[src/rtl/ramp_conv_pkg.sv]
package ramp_conv_pkg;
  typedef enum logic [1:0] {
    ST_IDLE  = 2'd0,
    ST_DISCH = 2'd1,
    ST_COUNT = 2'd2,
    ST_DONE  = 2'd3
  } conv_state_e;
endpackage

[src/rtl/ramp_rst_sync.sv]
module ramp_rst_sync #(
  parameter int STAGES = 2
) (
  input  logic clk,
  input  logic arst_n,
  output logic srst_n
);
  logic [STAGES-1:0] chain_q;

  always_ff @(posedge clk or negedge arst_n) begin
    if (!arst_n) chain_q <= '0;
    else         chain_q <= {chain_q[STAGES-2:0], 1'b1};
  end

  assign srst_n = chain_q[STAGES-1];
endmodule

[src/rtl/ramp_cmp_sync.sv]
module ramp_cmp_sync #(
  parameter int STAGES = 2
) (
  input  logic clk,
  input  logic rst_n,
  input  logic async_i,
  output logic sync_o
);
  logic [STAGES-1:0] pipe_q;

  always_ff @(posedge clk or negedge rst_n) begin
    if (!rst_n) pipe_q <= '0;
    else        pipe_q <= {pipe_q[STAGES-2:0], async_i};
  end

  assign sync_o = pipe_q[STAGES-1];
endmodule

[src/rtl/ramp_pulse_timer.sv]
module ramp_pulse_timer #(
  parameter int CYCLES = 8
) (
  input  logic clk,
  input  logic rst_n,
  input  logic run_i,
  output logic last_o
);
  localparam int TW = (CYCLES < 2) ? 1 : $clog2(CYCLES);

  logic [TW-1:0] tick_q, tick_d;
  logic          tick_en;

  always_comb begin
    tick_en = 1'b0;
    tick_d  = tick_q;
    if (run_i) begin
      tick_en = 1'b1;
      tick_d  = tick_q + TW'(1);
    end else if (tick_q != '0) begin
      tick_en = 1'b1;
      tick_d  = '0;
    end
  end

  always_ff @(posedge clk or negedge rst_n) begin
    if (!rst_n)       tick_q <= '0;
    else if (tick_en) tick_q <= tick_d;
  end

  assign last_o = run_i && (tick_q == TW'(CYCLES - 1));
endmodule

[src/rtl/ramp_tick_counter.sv]
module ramp_tick_counter #(
  parameter int W = 12
) (
  input  logic         clk,
  input  logic         rst_n,
  input  logic         clr_i,
  input  logic         inc_i,
  output logic [W-1:0] cnt_o,
  output logic         full_o
);
  logic [W-1:0] cnt_q, cnt_d;
  logic         cnt_en;

  always_comb begin
    cnt_en = clr_i || inc_i;
    cnt_d  = clr_i ? '0 : (cnt_q + W'(1));
  end

  always_ff @(posedge clk or negedge rst_n) begin
    if (!rst_n)      cnt_q <= '0;
    else if (cnt_en) cnt_q <= cnt_d;
  end

  assign cnt_o  = cnt_q;
  assign full_o = &cnt_q;
endmodule

[src/rtl/ramp_level_conv.sv]
module ramp_level_conv
  import ramp_conv_pkg::*;
#(
  parameter int CNT_W     = 12,
  parameter int DISCH_CYC = 8,
  parameter int SYNC_LEN  = 2
) (
  input  logic             clk,
  input  logic             rst_n,
  input  logic             start_i,
  input  logic             cmp_i,
  output logic             dischg_o,
  output logic [CNT_W-1:0] level_o,
  output logic             done_o,
  output logic             timeout_o
);
  logic              srst_n;
  logic              cmp_sync;
  logic              disch_last;
  logic [CNT_W-1:0]  tick_cnt;
  logic              tick_full;

  conv_state_e       state_q, state_d;
  logic              ref_q;
  logic [CNT_W-1:0]  level_q;
  logic              tout_q;

  logic              cnt_clr, cnt_inc, ref_load, res_load, res_tout;

  ramp_rst_sync #(.STAGES(2)) u_rst (
    .clk    (clk),
    .arst_n (rst_n),
    .srst_n (srst_n)
  );

  ramp_cmp_sync #(.STAGES(SYNC_LEN)) u_sync (
    .clk     (clk),
    .rst_n   (srst_n),
    .async_i (cmp_i),
    .sync_o  (cmp_sync)
  );

  ramp_pulse_timer #(.CYCLES(DISCH_CYC)) u_disch (
    .clk    (clk),
    .rst_n  (srst_n),
    .run_i  (state_q == ST_DISCH),
    .last_o (disch_last)
  );

  ramp_tick_counter #(.W(CNT_W)) u_cnt (
    .clk    (clk),
    .rst_n  (srst_n),
    .clr_i  (cnt_clr),
    .inc_i  (cnt_inc),
    .cnt_o  (tick_cnt),
    .full_o (tick_full)
  );

  // next-state and control decode
  always_comb begin
    state_d  = state_q;
    cnt_clr  = 1'b0;
    cnt_inc  = 1'b0;
    ref_load = 1'b0;
    res_load = 1'b0;
    res_tout = 1'b0;
    unique case (state_q)
      ST_IDLE: begin
        if (start_i) state_d = ST_DISCH;
      end
      ST_DISCH: begin
        if (disch_last) begin
          state_d  = ST_COUNT;
          cnt_clr  = 1'b1;
          ref_load = 1'b1;
        end
      end
      ST_COUNT: begin
        if (cmp_sync != ref_q) begin
          state_d  = ST_DONE;
          res_load = 1'b1;
        end else if (tick_full) begin
          state_d  = ST_DONE;
          res_load = 1'b1;
          res_tout = 1'b1;
        end else begin
          cnt_inc = 1'b1;
        end
      end
      ST_DONE: begin
        state_d = ST_IDLE;
      end
      default: state_d = ST_IDLE;
    endcase
  end

  always_ff @(posedge clk or negedge srst_n) begin
    if (!srst_n) state_q <= ST_IDLE;
    else         state_q <= state_d;
  end

  always_ff @(posedge clk or negedge srst_n) begin
    if (!srst_n)       ref_q <= 1'b0;
    else if (ref_load) ref_q <= cmp_sync;
  end

  always_ff @(posedge clk or negedge srst_n) begin
    if (!srst_n) begin
      level_q <= '0;
      tout_q  <= 1'b0;
    end else if (res_load) begin
      level_q <= tick_cnt;
      tout_q  <= res_tout;
    end
  end

  assign dischg_o  = (state_q == ST_DISCH);
  assign done_o    = (state_q == ST_DONE);
  assign level_o   = level_q;
  assign timeout_o = tout_q;
endmodule

[config.mk]
export PLATFORM = sky130hd
export DESIGN_NAME = ramp_level_conv
export DESIGN_NICKNAME = d
export VERILOG_FILES = /design/src/rtl/ramp_conv_pkg.sv /design/src/rtl/ramp_rst_sync.sv /design/src/rtl/ramp_cmp_sync.sv /design/src/rtl/ramp_pulse_timer.sv /design/src/rtl/ramp_tick_counter.sv /design/src/rtl/ramp_level_conv.sv
export SDC_FILE = /design/constraint.sdc
export NUM_CORES = 1
export LEC_CHECK = 0
export BUFFER_PORTS_ARGS = -buffer_cell sky130_fd_sc_hd__buf_2
export CORE_MARGIN = 2
export CORE_UTILIZATION = 35
export CTS_CLUSTER_SIZE = 8
export DETAILED_ROUTE_END_ITERATION = 16
export GPL_ROUTABILITY_DRIVEN = 0
export PLACE_DENSITY = 0.56
export SYNTH_ARGS = -nofsm -noshare
export SYNTH_HDL_FRONTEND = slang
export SYNTH_SLANG_ARGS = --single-unit
[constraint.sdc]
create_clock -name clk -period 1 [get_ports clk]
set_clock_uncertainty 0.05 [all_clocks]
set_input_delay 0.05 -clock clk [delete_from_list [all_inputs] [get_ports clk]]
set_output_delay 0.05 -clock clk [all_outputs]
set_load 0.02 [all_outputs]
==> results.md <==
- The area of the placeable core is 4440 um^2.
- The xor and xnor fraction of the mapped netlist area is 1.06%.
- The final max-slew violation count came to 0.
- Setup repair after global routing could not meet its margin everywhere.
- The area fraction in compound gates after synthesis is 13.5%.
- Net switching is 33.5% of the power.
- After Yosys synthesis, full adders, half adders and majority gates account for between 6 and 7% of the synthesized area.
- The register area share after synthesis is 53.2%.
- The dominant delay contributor by cell family on the critical path is compound AO/OA/AOI/OAI gates.
- In this run, synthesis inferred 0 flip-flops with an integrated enable.
- The final route contains between 1000 and 1500 vias.
- In the synthesized netlist the async set-or-reset flop fraction comes to between 90% and 100%.
- Before antenna repair, the detailed router went through 4 iterations.
- At the later pin of the worst-skew pair, clock insertion delay measures roughly 0.29 ns.
- Sequential cells account for 32.9% of the total power.
- The total CTS buffers is 5.
- Summed over all instances, the cell type with the most area after synthesis is sky130_fd_sc_hd__dfrtp_1.
- The number of DRC markers after the initial detailed-route iteration is 85.
- The growth of design area from synthesis to finish is 56.5%.
- The x dimension of the die is 72.6 um.
- The slowest stage of the critical path is the sky130_fd_sc_hd__o31a_1 cell.
- TritonCTS built the clock tree.
- Once routing completed, OpenROAD measured the worst setup slack at -0.863 ns.
- By area the synthesized netlist is led by sky130_fd_sc_hd__dfrtp_1 53%, sky130_fd_sc_hd__ha_1 6.1%, sky130_fd_sc_hd__mux2_1 4.8%.
- The post-detailed-placement half-perimeter wirelength is 2920 um.
- The initial cell density of the core is 37.0%.
- The diode insertion count for antenna repair is 0.
- The critical path goes through ha_2 > nand4_1 > o31a_1 > a221oi_2 > mux2_4.
- The root buffer cell is sky130_fd_sc_hd__clkbuf_8.
- The critical path contains buffers and inverters numbering 0 combined.
- Per report_power, the clock group accounts for about a fifth of the total.
- The register bit count reported by yosys is 35.
- The critical path class is register to register.
- The number of buffer cells added on primary ports is 18.
- Each instance of the synthesized netlist takes up on average 11.2 um^2.
- The global-route wire length before repair is 6610 um.
- Measured against the total synthesized area, the mux share comes to 6.84%.
- The post-synthesis share of cell area spent on and, or, nand and nor gates is 15.7%.
- The worst setup path is captured at a register.
- The worst register-to-register path has a setup slack of -0.86 ns.
- Global routing used 16.6% of the available tracks.
- After layout, the worst path uses 186% of the clock period.
- The number of max-cap violations is 0.
- Subtracting the final worst setup slack from the clock period gives 1.86 ns.
- The category of the worst setup path launch point is a register.
- Data arrives at the worst endpoint at 1.99 ns.
- The number of endpoints failing setup at the final stage is 33.
- For this run the aggregate overflow at the end of global routing stands at 0.
- Synthesis handed over a netlist of 147 instances.
- The maximum ir drop on the vdd rail is approximately 1.8 mV.
- The proportion of power drawn by combinational gates is 46.8%.
- After detailed routing, the average wire length per cell comes to 15.8 um.
- The longest clock path from root to sink contains 2 buffers.
- In this run the vertical extent of the chip is 72.6 um.
- Once detail routing completed, the nets flagged for antenna violations numbered 0.
- The count of nets after finishing is 230.
- Data on the critical path is required at its endpoint by ~1.1 ns.
- The via count of the first global-routing pass is roughly 1400.
- The netlist area before placement is between 1500 and 2000 um^2.
- Timing analysis after detailed placement gives a worst setup slack of -0.890 ns.
- Synthesis produced a netlist with a net count of 159.
- The maximum net fanout on the critical path is 2.
- On the worst path, the slowest cell contributes a delay of 0.38 ns.
- The largest net degree at the start of global routing is 25.
- The tree built by TritonCTS fans out to 35 sinks.
- The H-tree depth is 2.
- The count of endpoints failing hold in the final timing report was 0.
- The path class of the lowest-slack min-delay path is input port to asynchronous set/reset pin.
- For this design the total switching power over the nets is around 0.0019 W.
- The post-route DRC violation count is 0.
- The clock-pin slew reported for the worst setup and hold paths after clock tree synthesis is 0.07 ns.
- Fill cells in the final layout number around 380.
- The checks that failed: setup timing.
- The initial antenna violation count is 0.
- The sum of internal, switching and leakage power is 0.00553 W.
- The most frequently used cell type in the post-synthesis netlist is sky130_fd_sc_hd__dfrtp_1.
- During I/O placement, the number of pins put on the boundary was 19.
- The final layout contains routed wiring with a total length of 4280 um.
- The run finished, with violations left.
- The warning count from the yosys run is 0.
- Cell internal power was estimated by the tool at 0.00368 W.
- The die covers 5270 um^2.
- The leakage power summed over all cells is 1.25 nW.
- The total power divided by cell area is 2150 nW/um^2.
- The dominant combinational cell family by area after synthesis is simple AND/OR/NAND/NOR gates.
- Derived from the worst setup path, the maximum achievable clock frequency is 537 MHz.
- The count of distinct cell types in the synthesized netlist is 37.
- The ratio of cells with drive above 1 in the final layout is 56.6%.
- After synthesis, the most frequently instantiated cells are 35 x sky130_fd_sc_hd__dfrtp_1, 13 x sky130_fd_sc_hd__nand2_1, 11 x sky130_fd_sc_hd__a21oi_1, 9 x sky130_fd_sc_hd__or3_1, 8 x sky130_fd_sc_hd__ha_1.
- In the synthesized netlist the dominant register cell turns out to be sky130_fd_sc_hd__dfrtp_1.
- Of the post-synthesis cell area, the dominant cell type holds a little over half.
- After detailed routing, the number of vias per cell comes to approximately 5.2.
- The floorplan row count is 24.
## timing repair
action,CTS,global route
hold endpoints to repair,3,0
resized for setup,20,31
setup endpoints to repair,33,33
hold buffers,2,0
setup buffers,0,8
gates cloned,0,1
pin swaps,2,6
## cell usage in the layout (no fill, tap or decap), types with 2 or more instances in the layout
| cell | instances |
|---|---|
| sky130_fd_sc_hd__or3_4 | 2 |
| sky130_fd_sc_hd__nand2_1 | 12 |
| sky130_fd_sc_hd__ha_1 | 3 |
| sky130_fd_sc_hd__mux2_2 | 2 |
| sky130_fd_sc_hd__buf_12 | 3 |
| sky130_fd_sc_hd__a21oi_1 | 2 |
| sky130_fd_sc_hd__o21ai_0 | 6 |
| sky130_fd_sc_hd__or3_1 | 7 |
| sky130_fd_sc_hd__ha_2 | 2 |
| sky130_fd_sc_hd__nand4_1 | 5 |
| sky130_fd_sc_hd__dfrtp_1 | 34 |
| sky130_fd_sc_hd__buf_2 | 16 |
| sky130_fd_sc_hd__o2bb2ai_2 | 3 |
| sky130_fd_sc_hd__ha_4 | 3 |
| sky130_fd_sc_hd__a21oi_2 | 9 |
| sky130_fd_sc_hd__buf_4 | 39 |
| sky130_fd_sc_hd__clkbuf_8 | 7 |
| sky130_fd_sc_hd__or4_4 | 4 |
| sky130_fd_sc_hd__buf_6 | 11 |
| sky130_fd_sc_hd__nand3_1 | 2 |
| sky130_fd_sc_hd__mux2_4 | 8 |
| sky130_fd_sc_hd__or4_1 | 3 |
| sky130_fd_sc_hd__o21ai_1 | 3 |
| sky130_fd_sc_hd__dlygate4sd3_1 | 2 |
| sky130_fd_sc_hd__and2_4 | 2 |
| sky130_fd_sc_hd__inv_1 | 3 |
## cell families after synthesis
| logic type | Yosys count |
|---|---|
| simple gates | 45 |
| flops | 35 |
| fa+ha+maj | 8 |
| compound gates | 34 |
| buf+inv | 12 |
| mux | 10 |
| other cells | 1 |
| xor+xnor | 2 |
## final cells by class
type,count,area (um^2),area share [%]
Tap cell,52,65.1,2.53
Inverter,5,21.3,0.826
Timing Repair Buffer,71,577,22.4
Clock buffer,8,100,3.89
Multi-Input combinational cell,100,935,36.3
Sequential cell,35,877,34.1
## per-layer routing
metal / routed length, um / global-route usage [%] / part of all wire, %
met4: 78 / 4.94 / 1.8
met3: 160 / 4.31 / 3.7
met2: 2270 / 28.7 / 53
met1: 1780 / 20.4 / 41
met5: 0 / 0 / 0
## flip-flops by register name (all words and copies together) (netlist names)
name	flops
level_o	12
u_cnt.cnt_o	12
u_disch.tick_q	3
state_q	2
u_rst.chain_q	2
u_sync.pipe_q	2
ref_q	1
timeout_o	1
## worst register-to-register path, stage by stage, from the launching register on
cell and delay [ns]:
sky130_fd_sc_hd__dfrtp_1 0.36, sky130_fd_sc_hd__ha_2 0.18, sky130_fd_sc_hd__nand4_1 0.13, sky130_fd_sc_hd__o31a_1 0.38, sky130_fd_sc_hd__a221oi_2 0.32, sky130_fd_sc_hd__mux2_4 0.33
## stage by stage
step	instance area (um^2)	hold slack (ns)	TNS, ns	std cells	util (%)
finish	2570	0.0228	-23.60	271	57.9
global route	2570	0.0221	-25.93	271	57.9
CTS	2390	0.0194	-21.73	264	53.9
detailed placement	2190	-0.212	-21.32	254	49.3
global placement	2190	-0.216	-20.01	254	49.3
floorplan	1750	-0.296	-17.89	147	-
## power by group through the flow
stage	registers, W	clock network (W)	logic (W)
global placement	0.00182	0	0.00195
CTS	0.00183	0.00114	0.00217
floorplan	0.00197	0	0.00110
finish	0.00182	0.00112	0.00259
detailed placement	0.00184	0	0.00203
global route	0.00186	0.00121	0.00278
## path summary, 6_finish.rpt
check | startpoint | endpoint | cells after the start
max | u_cnt.cnt_o[0]$_DFFE_PN0P_ | state_q[1]$_DFFE_PN0P_ | 5
min | rst_n | u_rst.chain_q[1]$_DFF_PN0_ | 2
max reg2reg | u_cnt.cnt_o[0]$_DFFE_PN0P_ | state_q[1]$_DFFE_PN0P_ | 5
min reg2reg | u_rst.chain_q[1]$_DFF_PN0_ | state_q[1]$_DFFE_PN0P_ | 0
max in group asynchronous | u_rst.chain_q[1]$_DFF_PN0_ | level_o[10]$_DFFE_PN0P_ | 1
min in group clk | start_i | state_q[1]$_DFFE_PN0P_ | 4
No activity file was read; power rests on OpenSTA's default activity.
